--- src/rtl/pal_pkg.sv ---
package pal_pkg;
  typedef enum logic {
    PATH_COMB = 1'b0,
    PATH_REG  = 1'b1
  } path_e;

  // position of a literal inside one product term's column slice
  function automatic int col_of(input int sig, input bit neg);
    return 2 * sig + (neg ? 1 : 0);
  endfunction
endpackage

--- src/rtl/pal_cfg_store.sv ---
module pal_cfg_store #(
  parameter int CFG_BITS = 392
) (
  input  logic                clk,
  input  logic                rst,
  input  logic                cfg_mode,
  input  logic                cfg_valid,
  output logic                cfg_ready,
  input  logic                cfg_bit,
  output logic [CFG_BITS-1:0] cfg_q
);
  logic take;

  assign cfg_ready = cfg_mode;
  assign take      = cfg_valid & cfg_ready;

  always_ff @(posedge clk) begin
    if (take) cfg_q <= {cfg_bit, cfg_q[CFG_BITS-1:1]};
  end

  // image frozen whenever no bit is accepted
  assert_cfg_hold_R2: assert property (@(posedge clk) disable iff (rst)
    !(cfg_valid && cfg_mode) |=> $stable(cfg_q));
endmodule

--- src/rtl/pal_and_plane.sv ---
module pal_and_plane #(
  parameter int N_SIG   = 12,
  parameter int N_TERMS = 16,
  localparam int COLS   = 2 * N_SIG
) (
  input  logic                     clk,
  input  logic                     rst,
  input  logic [N_SIG-1:0]         sig,
  input  logic [N_TERMS*COLS-1:0]  fuse,
  output logic [N_TERMS-1:0]       pt
);
  logic [COLS-1:0] lit;

  for (genvar s = 0; s < N_SIG; s++) begin : g_lit
    assign lit[pal_pkg::col_of(s, 1'b0)] = sig[s];
    assign lit[pal_pkg::col_of(s, 1'b1)] = ~sig[s];
  end

  for (genvar t = 0; t < N_TERMS; t++) begin : g_term
    logic [COLS-1:0] conn;
    assign conn  = fuse[t*COLS +: COLS];
    // unused term forced low; otherwise every connected literal must be 1
    assign pt[t] = (|conn) & (&(~conn | lit));

    // empty term stays low
    assert_empty_term_R5: assert property (@(posedge clk) disable iff (rst)
      (conn == '0) |-> !pt[t]);

    for (genvar s = 0; s < N_SIG; s++) begin : g_chk
      // both polarities of one signal kill the term
      assert_contra_term_R6: assert property (@(posedge clk) disable iff (rst)
        (conn[2*s] && conn[2*s+1]) |-> !pt[t]);
    end
  end
endmodule

--- src/rtl/pal_macrocell.sv ---
module pal_macrocell #(
  parameter int N_PT = 4
) (
  input  logic            clk,
  input  logic            rst,
  input  logic [N_PT-1:0] pt_grp,
  input  pal_pkg::path_e  path_sel,
  input  logic            enable,
  output logic            q_fb,
  output logic            out_val,
  output logic            out_oe
);
  logic or_res;
  logic q;
  logic path_val;

  assign or_res = |pt_grp;

  always_ff @(posedge clk) begin
    if (rst) q <= 1'b0;
    else     q <= or_res;
  end

  always_comb begin
    case (path_sel)
      pal_pkg::PATH_REG: path_val = q;
      default:           path_val = or_res;
    endcase
  end

  assign out_val = enable & path_val;
  assign out_oe  = enable;
  assign q_fb    = q;

  // flip-flop holds the OR result of the previous cycle
  assert_reg_capture_R7: assert property (@(posedge clk) disable iff (rst)
    !rst |=> (q == $past(or_res)));
endmodule

--- src/rtl/pal_array.sv ---
module pal_array #(
  parameter int N_IN  = 8,
  parameter int N_OUT = 4,
  parameter int N_PT  = 4
) (
  input  logic             clk,
  input  logic             rst,
  input  logic             cfg_mode,
  input  logic             cfg_valid,
  output logic             cfg_ready,
  input  logic             cfg_bit,
  input  logic [N_IN-1:0]  in_sig,
  output logic [N_OUT-1:0] out_val,
  output logic [N_OUT-1:0] out_oe
);
  localparam int N_SIG     = N_IN + N_OUT;
  localparam int COLS      = 2 * N_SIG;
  localparam int N_TERMS   = N_OUT * N_PT;
  localparam int FUSE_BITS = N_TERMS * COLS;
  localparam int CFG_BITS  = FUSE_BITS + 2 * N_OUT;

  logic [CFG_BITS-1:0] cfg_q;
  logic [N_SIG-1:0]    sig;
  logic [N_TERMS-1:0]  pt;
  logic [N_OUT-1:0]    q_fb;

  pal_cfg_store #(.CFG_BITS(CFG_BITS)) u_cfg (
    .clk(clk), .rst(rst), .cfg_mode(cfg_mode), .cfg_valid(cfg_valid),
    .cfg_ready(cfg_ready), .cfg_bit(cfg_bit), .cfg_q(cfg_q)
  );

  assign sig = {q_fb, in_sig};

  pal_and_plane #(.N_SIG(N_SIG), .N_TERMS(N_TERMS)) u_and (
    .clk(clk), .rst(rst), .sig(sig), .fuse(cfg_q[FUSE_BITS-1:0]), .pt(pt)
  );

  for (genvar o = 0; o < N_OUT; o++) begin : g_mc
    pal_pkg::path_e sel;
    assign sel = pal_pkg::path_e'(cfg_q[FUSE_BITS + o]);

    pal_macrocell #(.N_PT(N_PT)) u_mc (
      .clk(clk), .rst(rst),
      .pt_grp(pt[o*N_PT +: N_PT]),
      .path_sel(sel),
      .enable(cfg_q[FUSE_BITS + N_OUT + o]),
      .q_fb(q_fb[o]),
      .out_val(out_val[o]),
      .out_oe(out_oe[o])
    );

    // the array sees the same value a registered, driven output shows
    assert_feedback_R10: assert property (@(posedge clk) disable iff (rst)
      (sel == pal_pkg::PATH_REG && out_oe[o]) |-> (sig[N_IN + o] == out_val[o]));
  end
endmodule

--- config.mk ---
export PLATFORM = sky130hd
export DESIGN_NAME = pal_array
export DESIGN_NICKNAME = d
export VERILOG_FILES = /design/src/rtl/pal_pkg.sv /design/src/rtl/pal_cfg_store.sv /design/src/rtl/pal_and_plane.sv /design/src/rtl/pal_macrocell.sv /design/src/rtl/pal_array.sv
export SDC_FILE = /design/constraint.sdc
export NUM_CORES = 1
export LEC_CHECK = 0
export CORE_ASPECT_RATIO = 1.75
export CORE_MARGIN = 4
export CORE_UTILIZATION = 44
export CTS_BUF_LIST = sky130_fd_sc_hd__clkbuf_8 sky130_fd_sc_hd__clkbuf_16
export CTS_CLUSTER_SIZE = 20
export DETAILED_ROUTE_END_ITERATION = 12
export HOLD_SLACK_MARGIN = 0.08
export PLACE_DENSITY = 0.59
export SYNTH_ARGS = -nofsm -noshare
export SYNTH_HDL_FRONTEND = slang
export SYNTH_SLANG_ARGS = --single-unit
export TNS_END_PERCENT = 30
--- constraint.sdc ---
create_clock -name clk -period 19.64 [get_ports clk]
set_input_delay 4.91 -clock clk [delete_from_list [all_inputs] [get_ports clk]]
set_output_delay 4.91 -clock clk [all_outputs]
set_load 0.1 [all_outputs]
==> metrics.md <==
| Metric | Value |
|---|---|
| IO Count | `22` |
| CTS Buffer Depth | `3` |
| CP Data Arrival Time | `8.14 ns` |
| Top cell type's share of synthesized area | `0.759` |
| CP Cell Sequence | `clkdlybuf4s50_1 -> buf_4 -> mux2i_1 -> nand4_1 -> nor3_1 -> a22oi_1 -> a31oi_1 -> clkdlybuf4s50_1` |
| Syn Inst Count | `838` |
| Hold WC Path Type | `flip-flop to flip-flop` |
| Slew Viols, Final | `0` |
| PortBufs | `21` |
| TritonRoute pass-1 iters | `5` |
| Yosys cell types | `18` |
| Leak Pwr | `5.53 nW` |
| Synth Register Bits | `~400` |
| Worst Path Required | `14.73 ns` |
| Multi-input gate area | `~0.0033 mm²` |
| Crit path time final | `13.05 ns` |
| Die area | `about 0.038 mm²` |
| Worst-path fanout max | `16` |
| Initial antenna violation count | `0` |
| CP max stage cell | `clkdlybuf4s50_1` |
| Placement Rows | `90` |
| Slew HR | `0.289` |
| Register area share after synthesis | `0.765` |
| Total global-route track usage | `0.168` |
| WL per Instance | `approximately 24 µm` |
| Worst setup SP type | `input pin` |
| Synth area leaders | `edfxtp_1 76%, mux2i_1 12%, nor4_1 3.9%` |
| Post-CTS setup repair buffer count | `0` |
| Period Utilization, post-route | `0.665` |
| Critical Path Max Stage Delay | `1.19 ns` |
| Fillers | `about 2,900` |
| Htree depth | `2` |
| Main combinational cell family by area after synthesis | `multiplexers` |
| Worst-path clk slew | `roughly 0.06 ns` |
| Peak supply drop | `approximately 0.000065 V` |
| FF-to-FF setup slack | `between 15 and 20 ns` |
| Synthesized Nets | `roughly 850` |
| Setup tns final | `0 ns` |
| GR Overflow Total | `0` |
| # setup viols final | `0` |
| Placer Congestion | `just under 0.8` |
| TritonCTS clock tree | `yes` |
| Crit Path Class | `input pin to output pin` |
| Clock network latency to the later pin of the worst-skew pair | `approximately 0.53 ns` |
| CTS sink count | `396` |
| Post-Route WL | `32.2 mm` |
| Die Y | `~260 µm` |
| Worst Setup End Kind | `output pin` |
| Tightest Pin Transition | `approximately 1.1 ns` |
| Root Buffer Master | `clkbuf_16` |
| Final Hold Vio Count | `0` |
| Syn avg cell area | `between 15 and 20 µm²` |
| Area leader, netlist | `edfxtp_1` |
| Mux share of post-synthesis cell area | `0.124` |
| Initial Util | `0.447` |
| Sequential cell area | `0.0119 mm²` |
| Post-Synth XOR/XNOR Area | `0` |
| Buf+Inv Stages, Crit Path | `3` |
| Yosys warnings | `0` |
| Syn-to-layout area delta | `11.7%` |
| Cell Area, Synth | `0.0155 mm²` |
| Max cap viols | `0` |
| Placeable Area | `~0.035 mm²` |
| # nets final | `between 800 and 900` |
| DR iter-0 viols | `555` |
| Dpl hpwl | `19.6 mm` |
| Largest net degree at the start of global routing | `roughly 190` |
| Routed Antenna Nets | `0` |
| Highest achievable clock rate | `around 77 MHz` |
| Post-route DRC | `0` |
| DR vias/cell | `about 5.7` |
| Resized cells post-CTS | `0` |
| First-pass GRT wire length | `just under 50 mm` |
| RSZ-0062 raised after global routing | `false` |
| Cell family with most CP delay | `buffers and inverters` |
| Die W | `between 100 and 150 µm` |
| Status | `completed` |
| Hold_buf cts | `0` |
| Routed via count | `7,802` |
| Total CTS buffers | `38` |
| Complex-gate fraction of the synthesized area | `0.00807` |
| ANT cells | `0` |
| Setup Skew | `between 0.01 and 0.015 ns` |
| Share of layout cells above drive strength 1 | `0.0823` |
| Synth Area in Adders | `0` |
| CP most frequent cell | `clkdlybuf4s50_1` |
| Pwr dens | `104 mW/mm²` |
| Total Power | `roughly 0.0018 W` |
| Vias in the first global route | `around 8,300` |
| Simple-gate portion of the synthesized area | `0.0779` |
==> routing by layer <==
metal / GRT usage / share of wire
met5: 0 / 0
met2: 0.291 / 0.52
met3: 0.0242 / 0.034
met1: 0.212 / 0.41
met4: 0.0684 / 0.035
==> layout make-up <==
type | count | area share
repair buffers | 36 | 0.0194
flip-flops and latches | 396 | 0.685
clock buffers | 41 | 0.0593
multi-input cells | 405 | 0.188
inverters | 4 | 0.000867
well taps | 460 | 0.0332
clock inverters | 29 | 0.0145
==> worst paths after layout <==
path	from	to	cells past startpoint
max	in_sig[1]	out_val[1]	8
min	u_cfg.cfg_q[385]	u_cfg.cfg_q[384]	0
max reg2reg	g_mc[1].u_mc.q_fb	g_mc[1].u_mc.q_fb	6
min reg2reg	u_cfg.cfg_q[385]	u_cfg.cfg_q[384]	0
==> registers in the layout (all words and copies together) (netlist names) <==
name and cells:
u_cfg.cfg_q 392, g_mc.u_mc.q_fb 4
==> report_power, final <==
group	leakage [nW]	switching, W	internal [W]
clock network	0.626	0.000320	0.000432
logic	1.19	0.0000399	0.0000195
registers	3.71	0.0000242	0.000964
total	5.53	0.000384	0.00142
==> kinds of logic after synthesis <==
group | after synthesis
compound gates | 20
buf+inv | 37
flops | 396
mux | 192
simple gates | 193
==> cell usage after synthesis (all sizes together) <==
master and instances:
mux2i 192, nor4 96, a31oi 4, nor3 16, a22oi 8, inv 4, dfxtp 4, a21oi 4
o21ai 4, buf 33, nand4 48, edfxtp 392, and4 16, nand3 16, and2 1
==> worst reg2reg max path, delay by kind of cell (launching register included) <==
kind	cells	cell delay, ns
AO/OA/AOI/OAI	2	0.40
multiplexers	1	0.24
buffers and inverters	1	0.45
AND/OR/NAND/NOR	2	0.47
flip-flops	1	0.75
==> through the flow <==
stage,area (µm²),cells,utilization,setup WS [ns],hold slack (ns)
after floorplan,15500,838,-,5.11,0.426
after global placement,16000,1301,0.462,6.57,0.436
after detailed placement,16000,1301,0.462,6.60,0.436
after CTS,17300,1371,0.499,6.56,0.452
after global routing,17300,1371,0.499,6.41,0.471
final,17300,1371,0.499,6.59,0.453
==> layout by cell type (no fill, tap or decap) <==
master             n
edfxtp_1         392
mux2i_1          192
nor4_1            96
nand4_1           48
clkbuf_16         41
clkdlybuf4s50_1   21
and4_1            16
nand3_1           16
nor3_1            16
buf_4             14
inv_1              8
a22oi_1            8
clkinv_2           7
clkinv_1           7
clkinvlp_4         6
o21ai_0            4
a31oi_1            4
a21oi_1            4
bufinv_16          4
dfxtp_1            4
and2_4             1
clkinv_4           1
buf_12             1
No activity file was read; power rests on OpenSTA's default activity.
